--- src/rtl/prs_pkg.sv ---
package prs_pkg;

    localparam int WORD_W = 32;
    localparam int LFSR_W = 16;

    typedef enum logic [1:0] {
        TX_IDLE   = 2'd0,
        TX_REPEAT = 2'd1,
        TX_FILL   = 2'd2
    } tx_state_e;

    typedef enum logic [1:0] {
        RX_IDLE = 2'd0,
        RX_HELD = 2'd1,
        RX_RUN  = 2'd2
    } rx_state_e;

endpackage

--- src/rtl/prs_lfsr16.sv ---
module prs_lfsr16 #(
    parameter int                      WORD_W = prs_pkg::WORD_W,
    parameter int                      LFSR_W = prs_pkg::LFSR_W,
    parameter logic [LFSR_W-1:0]       SEED   = 16'hFFFF,
    parameter logic [LFSR_W-1:0]       TAPS   = 16'hF009
) (
    input  logic              clk,
    input  logic              rst_n,
    input  logic              clear,
    input  logic              step,
    output logic [WORD_W-1:0] fill_word
);
    localparam int COPIES = WORD_W / LFSR_W;

    logic [LFSR_W-1:0] q;
    logic              fb;

    assign fb = ^(q & TAPS);

    always_ff @(posedge clk) begin
        if (!rst_n) begin
            q <= SEED;
        end else if (clear) begin
            q <= SEED;
        end else if (step) begin
            q <= {q[LFSR_W-2:0], fb};
        end
    end

    // Spread the register across the word, every other copy inverted
    // so the filler word has no long constant byte lanes.
    for (genvar g = 0; g < COPIES; g++) begin : g_lane
        if (g % 2 == 1) begin : g_inv
            assign fill_word[g*LFSR_W +: LFSR_W] = ~q;
        end else begin : g_true
            assign fill_word[g*LFSR_W +: LFSR_W] = q;
        end
    end

endmodule

--- src/rtl/prs_tx_fsm.sv ---
module prs_tx_fsm
    import prs_pkg::*;
#(
    parameter logic [WORD_W-1:0] CONT_CODE  = 32'h5A5A_A57C,
    parameter logic [WORD_W-1:0] ALIGN_CODE = 32'h3C3C_C3BC,
    parameter int                REP_MIN    = 2
) (
    input  logic              clk,
    input  logic              rst_n,
    input  logic              resync,
    input  logic              in_valid,
    input  logic [WORD_W-1:0] in_word,
    input  logic              in_is_prim,
    input  logic              out_ready,
    input  logic [WORD_W-1:0] fill_word,
    output logic [WORD_W-1:0] out_word,
    output logic              out_is_prim,
    output logic              fill_step
);
    localparam int              CNT_W   = $clog2(REP_MIN + 1);
    localparam logic [CNT_W-1:0] REP_LIM = CNT_W'(REP_MIN);
    localparam logic [CNT_W-1:0] ONE     = CNT_W'(1);

    tx_state_e         state_q, state_d;
    logic [WORD_W-1:0] held_q, held_d;
    logic [CNT_W-1:0]  cnt_q, cnt_d;

    logic fire, is_align, tracked, same;

    assign fire     = in_valid && out_ready;
    assign is_align = in_is_prim && (in_word == ALIGN_CODE);
    assign tracked  = in_is_prim && !is_align;
    assign same     = (state_q != TX_IDLE) && (in_word == held_q);

    // State register
    always_ff @(posedge clk) begin
        if (!rst_n || resync) begin
            state_q <= TX_IDLE;
            held_q  <= '0;
            cnt_q   <= '0;
        end else if (fire) begin
            state_q <= state_d;
            held_q  <= held_d;
            cnt_q   <= cnt_d;
        end
    end

    // Next state
    always_comb begin
        state_d = state_q;
        held_d  = held_q;
        cnt_d   = cnt_q;
        if (!in_is_prim) begin
            state_d = TX_IDLE;
            cnt_d   = '0;
        end else if (tracked) begin
            if (!same) begin
                state_d = TX_REPEAT;
                held_d  = in_word;
                cnt_d   = ONE;
            end else begin
                unique case (state_q)
                    TX_REPEAT: begin
                        if (cnt_q < REP_LIM) begin
                            cnt_d = cnt_q + ONE;
                        end else begin
                            state_d = TX_FILL;
                        end
                    end
                    TX_FILL: state_d = TX_FILL;
                    default: state_d = TX_REPEAT;
                endcase
            end
        end
    end

    // Outputs
    always_comb begin
        out_word    = in_word;
        out_is_prim = in_is_prim;
        fill_step   = 1'b0;
        if (tracked && same) begin
            unique case (state_q)
                TX_REPEAT: begin
                    if (cnt_q >= REP_LIM) begin
                        out_word = CONT_CODE;
                    end
                end
                TX_FILL: begin
                    out_word    = fill_word;
                    out_is_prim = 1'b0;
                    fill_step   = fire;
                end
                default: ;
            endcase
        end
    end

endmodule

--- src/rtl/prs_rx_fsm.sv ---
module prs_rx_fsm
    import prs_pkg::*;
#(
    parameter logic [WORD_W-1:0] CONT_CODE  = 32'h5A5A_A57C,
    parameter logic [WORD_W-1:0] ALIGN_CODE = 32'h3C3C_C3BC
) (
    input  logic              clk,
    input  logic              rst_n,
    input  logic              resync,
    input  logic              in_valid,
    input  logic [WORD_W-1:0] in_word,
    input  logic              in_is_prim,
    input  logic              out_ready,
    output logic              out_valid,
    output logic              rep_active,
    output logic [WORD_W-1:0] rep_word
);
    rx_state_e         state_q, state_d;
    logic [WORD_W-1:0] held_q, held_d;
    logic              fire, is_align, is_cont, pass;

    assign fire     = in_valid && out_ready;
    assign is_align = in_is_prim && (in_word == ALIGN_CODE);
    assign is_cont  = in_is_prim && (in_word == CONT_CODE);

    // State register
    always_ff @(posedge clk) begin
        if (!rst_n || resync) begin
            state_q <= RX_IDLE;
            held_q  <= '0;
        end else if (fire) begin
            state_q <= state_d;
            held_q  <= held_d;
        end
    end

    // Next state and forwarding decision
    always_comb begin
        state_d = state_q;
        held_d  = held_q;
        pass    = 1'b1;
        if (is_align) begin
            pass = 1'b0;
        end else if (is_cont) begin
            pass = 1'b0;
            if (state_q == RX_HELD) begin
                state_d = RX_RUN;
            end
        end else if (in_is_prim) begin
            if (state_q == RX_RUN && in_word == held_q) begin
                pass = 1'b0;
            end else begin
                state_d = RX_HELD;
                held_d  = in_word;
            end
        end else begin
            unique case (state_q)
                RX_RUN:  pass = 1'b0;
                default: begin
                    state_d = RX_IDLE;
                    held_d  = '0;
                end
            endcase
        end
    end

    // Outputs
    always_comb begin
        out_valid  = in_valid && pass;
        rep_active = (state_q == RX_RUN);
        rep_word   = held_q;
    end

endmodule

--- src/rtl/prim_run_suppress.sv ---
module prim_run_suppress #(
    parameter logic [31:0] CONT_CODE  = 32'h5A5A_A57C,
    parameter logic [31:0] ALIGN_CODE = 32'h3C3C_C3BC,
    parameter int          REP_MIN    = 2,
    parameter logic [15:0] FILL_SEED  = 16'hFFFF
) (
    input  logic        clk,
    input  logic        rst_n,
    input  logic        link_resync,
    input  logic        tx_in_valid,
    output logic        tx_in_ready,
    input  logic [31:0] tx_in_word,
    input  logic        tx_in_is_prim,
    output logic        tx_out_valid,
    input  logic        tx_out_ready,
    output logic [31:0] tx_out_word,
    output logic        tx_out_is_prim,
    input  logic        rx_in_valid,
    output logic        rx_in_ready,
    input  logic [31:0] rx_in_word,
    input  logic        rx_in_is_prim,
    output logic        rx_out_valid,
    input  logic        rx_out_ready,
    output logic [31:0] rx_out_word,
    output logic        rx_out_is_prim,
    output logic        rx_rep_active,
    output logic [31:0] rx_rep_word
);
    import prs_pkg::*;

    logic [WORD_W-1:0] fill_word;
    logic              fill_step;

    assign tx_in_ready    = tx_out_ready;
    assign tx_out_valid   = tx_in_valid;
    assign rx_in_ready    = rx_out_ready;
    assign rx_out_word    = rx_in_word;
    assign rx_out_is_prim = rx_in_is_prim;

    prs_lfsr16 #(
        .SEED (FILL_SEED)
    ) u_fill (
        .clk       (clk),
        .rst_n     (rst_n),
        .clear     (link_resync),
        .step      (fill_step),
        .fill_word (fill_word)
    );

    prs_tx_fsm #(
        .CONT_CODE  (CONT_CODE),
        .ALIGN_CODE (ALIGN_CODE),
        .REP_MIN    (REP_MIN)
    ) u_tx (
        .clk         (clk),
        .rst_n       (rst_n),
        .resync      (link_resync),
        .in_valid    (tx_in_valid),
        .in_word     (tx_in_word),
        .in_is_prim  (tx_in_is_prim),
        .out_ready   (tx_out_ready),
        .fill_word   (fill_word),
        .out_word    (tx_out_word),
        .out_is_prim (tx_out_is_prim),
        .fill_step   (fill_step)
    );

    prs_rx_fsm #(
        .CONT_CODE  (CONT_CODE),
        .ALIGN_CODE (ALIGN_CODE)
    ) u_rx (
        .clk        (clk),
        .rst_n      (rst_n),
        .resync     (link_resync),
        .in_valid   (rx_in_valid),
        .in_word    (rx_in_word),
        .in_is_prim (rx_in_is_prim),
        .out_ready  (rx_out_ready),
        .out_valid  (rx_out_valid),
        .rep_active (rx_rep_active),
        .rep_word   (rx_rep_word)
    );

endmodule

--- config.mk ---
export PLATFORM = sky130hd
export DESIGN_NAME = prim_run_suppress
export DESIGN_NICKNAME = d
export VERILOG_FILES = /design/src/rtl/prs_pkg.sv /design/src/rtl/prs_lfsr16.sv /design/src/rtl/prs_tx_fsm.sv /design/src/rtl/prs_rx_fsm.sv /design/src/rtl/prim_run_suppress.sv
export SDC_FILE = /design/constraint.sdc
export NUM_CORES = 1
export LEC_CHECK = 0
export ABC_CLOCK_PERIOD_IN_PS = 3400
export BUFFER_PORTS_ARGS = -buffer_cell sky130_fd_sc_hd__buf_2
export CAP_MARGIN = 20
export CORE_UTILIZATION = 27
export DETAILED_ROUTE_END_ITERATION = 6
export PLACE_DENSITY_LB_ADDON = 0.15
export SETUP_SLACK_MARGIN = 0.4
export SYNTH_ARGS = -nofsm -noshare
export SYNTH_HDL_FRONTEND = slang
export SYNTH_SLANG_ARGS = --single-unit
--- constraint.sdc ---
create_clock -name clk -period 3.4 [get_ports clk]
set_input_delay 0.68 -clock clk [delete_from_list [all_inputs] [get_ports clk]]
set_output_delay 0.68 -clock clk [all_outputs]
set_load 0.005 [all_outputs]
==> summary.md <==
| Metric | Value |
|---|---|
| Status | completed |
| Kind of critical path | primary input to output pin |
| Worst VDD drop | 0.220 mV |
| Number of DRC markers in iteration 0 | 290 |
| Port Buffer Count | 175 |
| Register share of total power | 0.417 |
| Cts-stage hold buffer count | 0 |
| Final slew viol count | 0 |
| Antenna violations before repair | 0 |
| Die Wd | 144 um |
| Gr ovfl total | 0 |
| Total clock sinks | 86 |
| Crit-path max FO | 7 |
| Cell row count | 51 |
| Final HPWL DP | 14400 um |
| Layout cell share with drive strength beyond 1 | 0.353 |
| Core area | 19500 um2 |
| CTS Root Cell | clkbuf_16 |
| EDFF count, synth | 0 |
| Number of nets in the layout | 887 |
| Startpoint Class | primary input |
| DRC viols | 0 |
| Fin cells | 1080 |
| NetSw | 0.676 mW |
| Syn_nets | 737 |
| Leak Pwr | 2.99 nW |
| Internal | 1.78 mW |
| Final Instance Area | 7320 um2 |
| Routability cong. | 0.822 |
| Syn_area_per_cell | 8.20 um2 |
| Max Clk Rate | 0.306 GHz |
| WHS | 472 ps |
| Total design power | 2.46 mW |
| Most numerous cell in the Yosys netlist | dfxtp_1 |
| Max Cap Viol | 0 |
| Hold Vio Cnt, Final | 0 |
| # diodes | 0 |
| First-pass GRT wire length | 28900 um |
| Placed Cells | 1054 |
| Clk buf depth | 2 |
| CP endpoint kind | output pin |
| Seq cells post-synth | 86 |
| Largest cells by area after synthesis | dfxtp_1 32%, mux2i_1 8.9%, nand3_1 6.5% |
| WL/cell | 18.3 um |
| ANT nets after route | 0 |
| RSZ-0062 raised after global routing | true |
| Drt first pass iters | 5 |
| Min Tclk post-route | 3270 ps |
| Clk_lat worst skew | 360 ps |
| Hold Crit Class | register to register |
| Register area share after synthesis | 0.318 |
| Max-slew headroom | 0.431 |
| Final Core Density | 0.375 |
| Pwr Density | 336 nW/um2 |
| Synth area leader | dfxtp_1 |
| Top cells by count, synth | 86 x dfxtp_1, 84 x nand2_1, 70 x nand3_1, 66 x a21oi_1, 48 x mux2i_1 |
| Synthesized area | 5410 um2 |
| Starting density of the core | 0.277 |
| Sw frac | 0.275 |
| Number of setup violations in the final report | 0 |
| Die area | 20600 um2 |
| Total wire length | 19700 um |
| Area Growth Syn to Fin | 35.2% |
| Arrival @ worst endpoint | 2590 ps |
| Post-DP Area | 6460 um2 |
| Mapped Cells | 660 |
| Vias per cell | 4.98 |
| Via Count | 5378 |
| CTS tree | built |
| Post-synth top area share | 0.318 |
| Yosys warns | 0 |
| Clk pwr share | 0.426 |
| Combinational fraction of design power | 0.156 |
| Die height | 144 um |
| Vias in the first global route | 4927 |
| Final worst-path cycle share | 0.961 |
| Worst EP required | 2720 ps |
| Largest net degree at the start of global routing | 58 |
| Synth Flop Type | dfxtp_1 |
| Worst-path clk slew | 60 ps |
| CTS Buf Count | 9 |
| I/O Pins | 176 |
| H-Tree Depth | 3 |
| Slew at the pin closest to its max-slew limit | 854 ps |
| Clock skew | 11.5 ps |
| Ys async rst share | 0 |
| All-Layer GR Usage | 0.188 |
| Unique masters post-synth | 44 |
-- cells by family (layout without fill, tap and decap cells) --
kind of cell / after synthesis / after routing / share of synthesized area
and+or+nand+nor: 232 / 232 / 0.240
adders and majority gates: 4 / 4 / 0.00925
DFF: 86 / 86 / 0.318
xor gates and xnor gates: 68 / 68 / 0.110
buffers and inverters: 87 / 242 / 0.0893
AOI/OAI and AO/OA: 135 / 135 / 0.145
muxes: 48 / 48 / 0.0888
-- layout by cell type (no fill, tap or decap), drive strengths merged, types with 9 or more instances in the layout --
master / n
buf: 218
dfxtp: 86
nand2: 84
nand3: 70
a21oi: 66
mux2i: 48
xnor2: 37
o21ai: 36
xor2: 31
nand4: 15
clkbuf: 12
nand2b: 11
nor4: 11
inv: 9
-- final timing paths --
check | startpoint | to | slack [ps] | cells after the start
worst min register to register | u_rx.state_q[0] | u_rx.state_q[0] | 470 | 2
worst max register to register | u_tx.state_q[0] | u_fill.q[1] | 1020 | 7
worst min-delay path | u_rx.state_q[0] | u_rx.state_q[0] | 470 | 2
worst max-delay path | tx_in_word[1] | tx_out_word[9] | 130 | 10
-- routing by layer --
layer | part of all wire | track usage | vias up
met3 | 0.054 | 0.0337 | 31
met5 | 0 | 0 | -
li1 | - | - | 2607
met1 | 0.46 | 0.254 | 2561
met2 | 0.46 | 0.292 | 179
met4 | 0.024 | 0.0761 | 0
-- power groups by stage --
stage               Clock, mW  Sequential [mW]  Combinational [mW]
finish                   1.05             1.03               0.385
global route             1.11             1.03               0.416
CTS                      1.08             1.03               0.370
detailed placement          0             1.05               0.349
global placement            0             1.05               0.351
floorplan                   0             1.05               0.188
-- stage by stage --
stage | TNS (ps) | setup slack [ps]
final | 0 | 133
after global routing | 0 | 32.0
after CTS | 0 | 192
after detailed placement | -87.0 | -45.7
after global placement | -10.9 | -10.9
after floorplan | 0 | 466
-- critical path: stages --
cell	delay, ps
buf_8	110
xnor2_2	150
nand4_1	130
or3_4	450
nor4_4	250
buf_4	190
nand2_4	90
buf_12	160
a22o_1	230
buf_2	140
-- final cells by class --
cell class	instances	area, um2
clock inverters	6	66.3
fillers	2086	12200
well taps	265	332
inverters	6	22.5
repair buffers	220	1340
clock buffers	10	239
flip-flops and latches	86	1720
multi-input cells	487	3600
-- flip-flops by register name (all words and copies together) (netlist names) --
name           count
u_rx.state_q       2
u_fill.q          16
u_tx.cnt_q         2
u_tx.held_q       32
u_rx.rep_word     32
u_tx.state_q       2
-- timing repair --
action | in CTS | in global routing
resized for setup | 49 | 40
cloned | 0 | 2
buffers inserted | 4 | 4
pin swaps | 15 | 19
setup endpoints to repair | 32 | 33
Power figures use the tool's default switching activity.
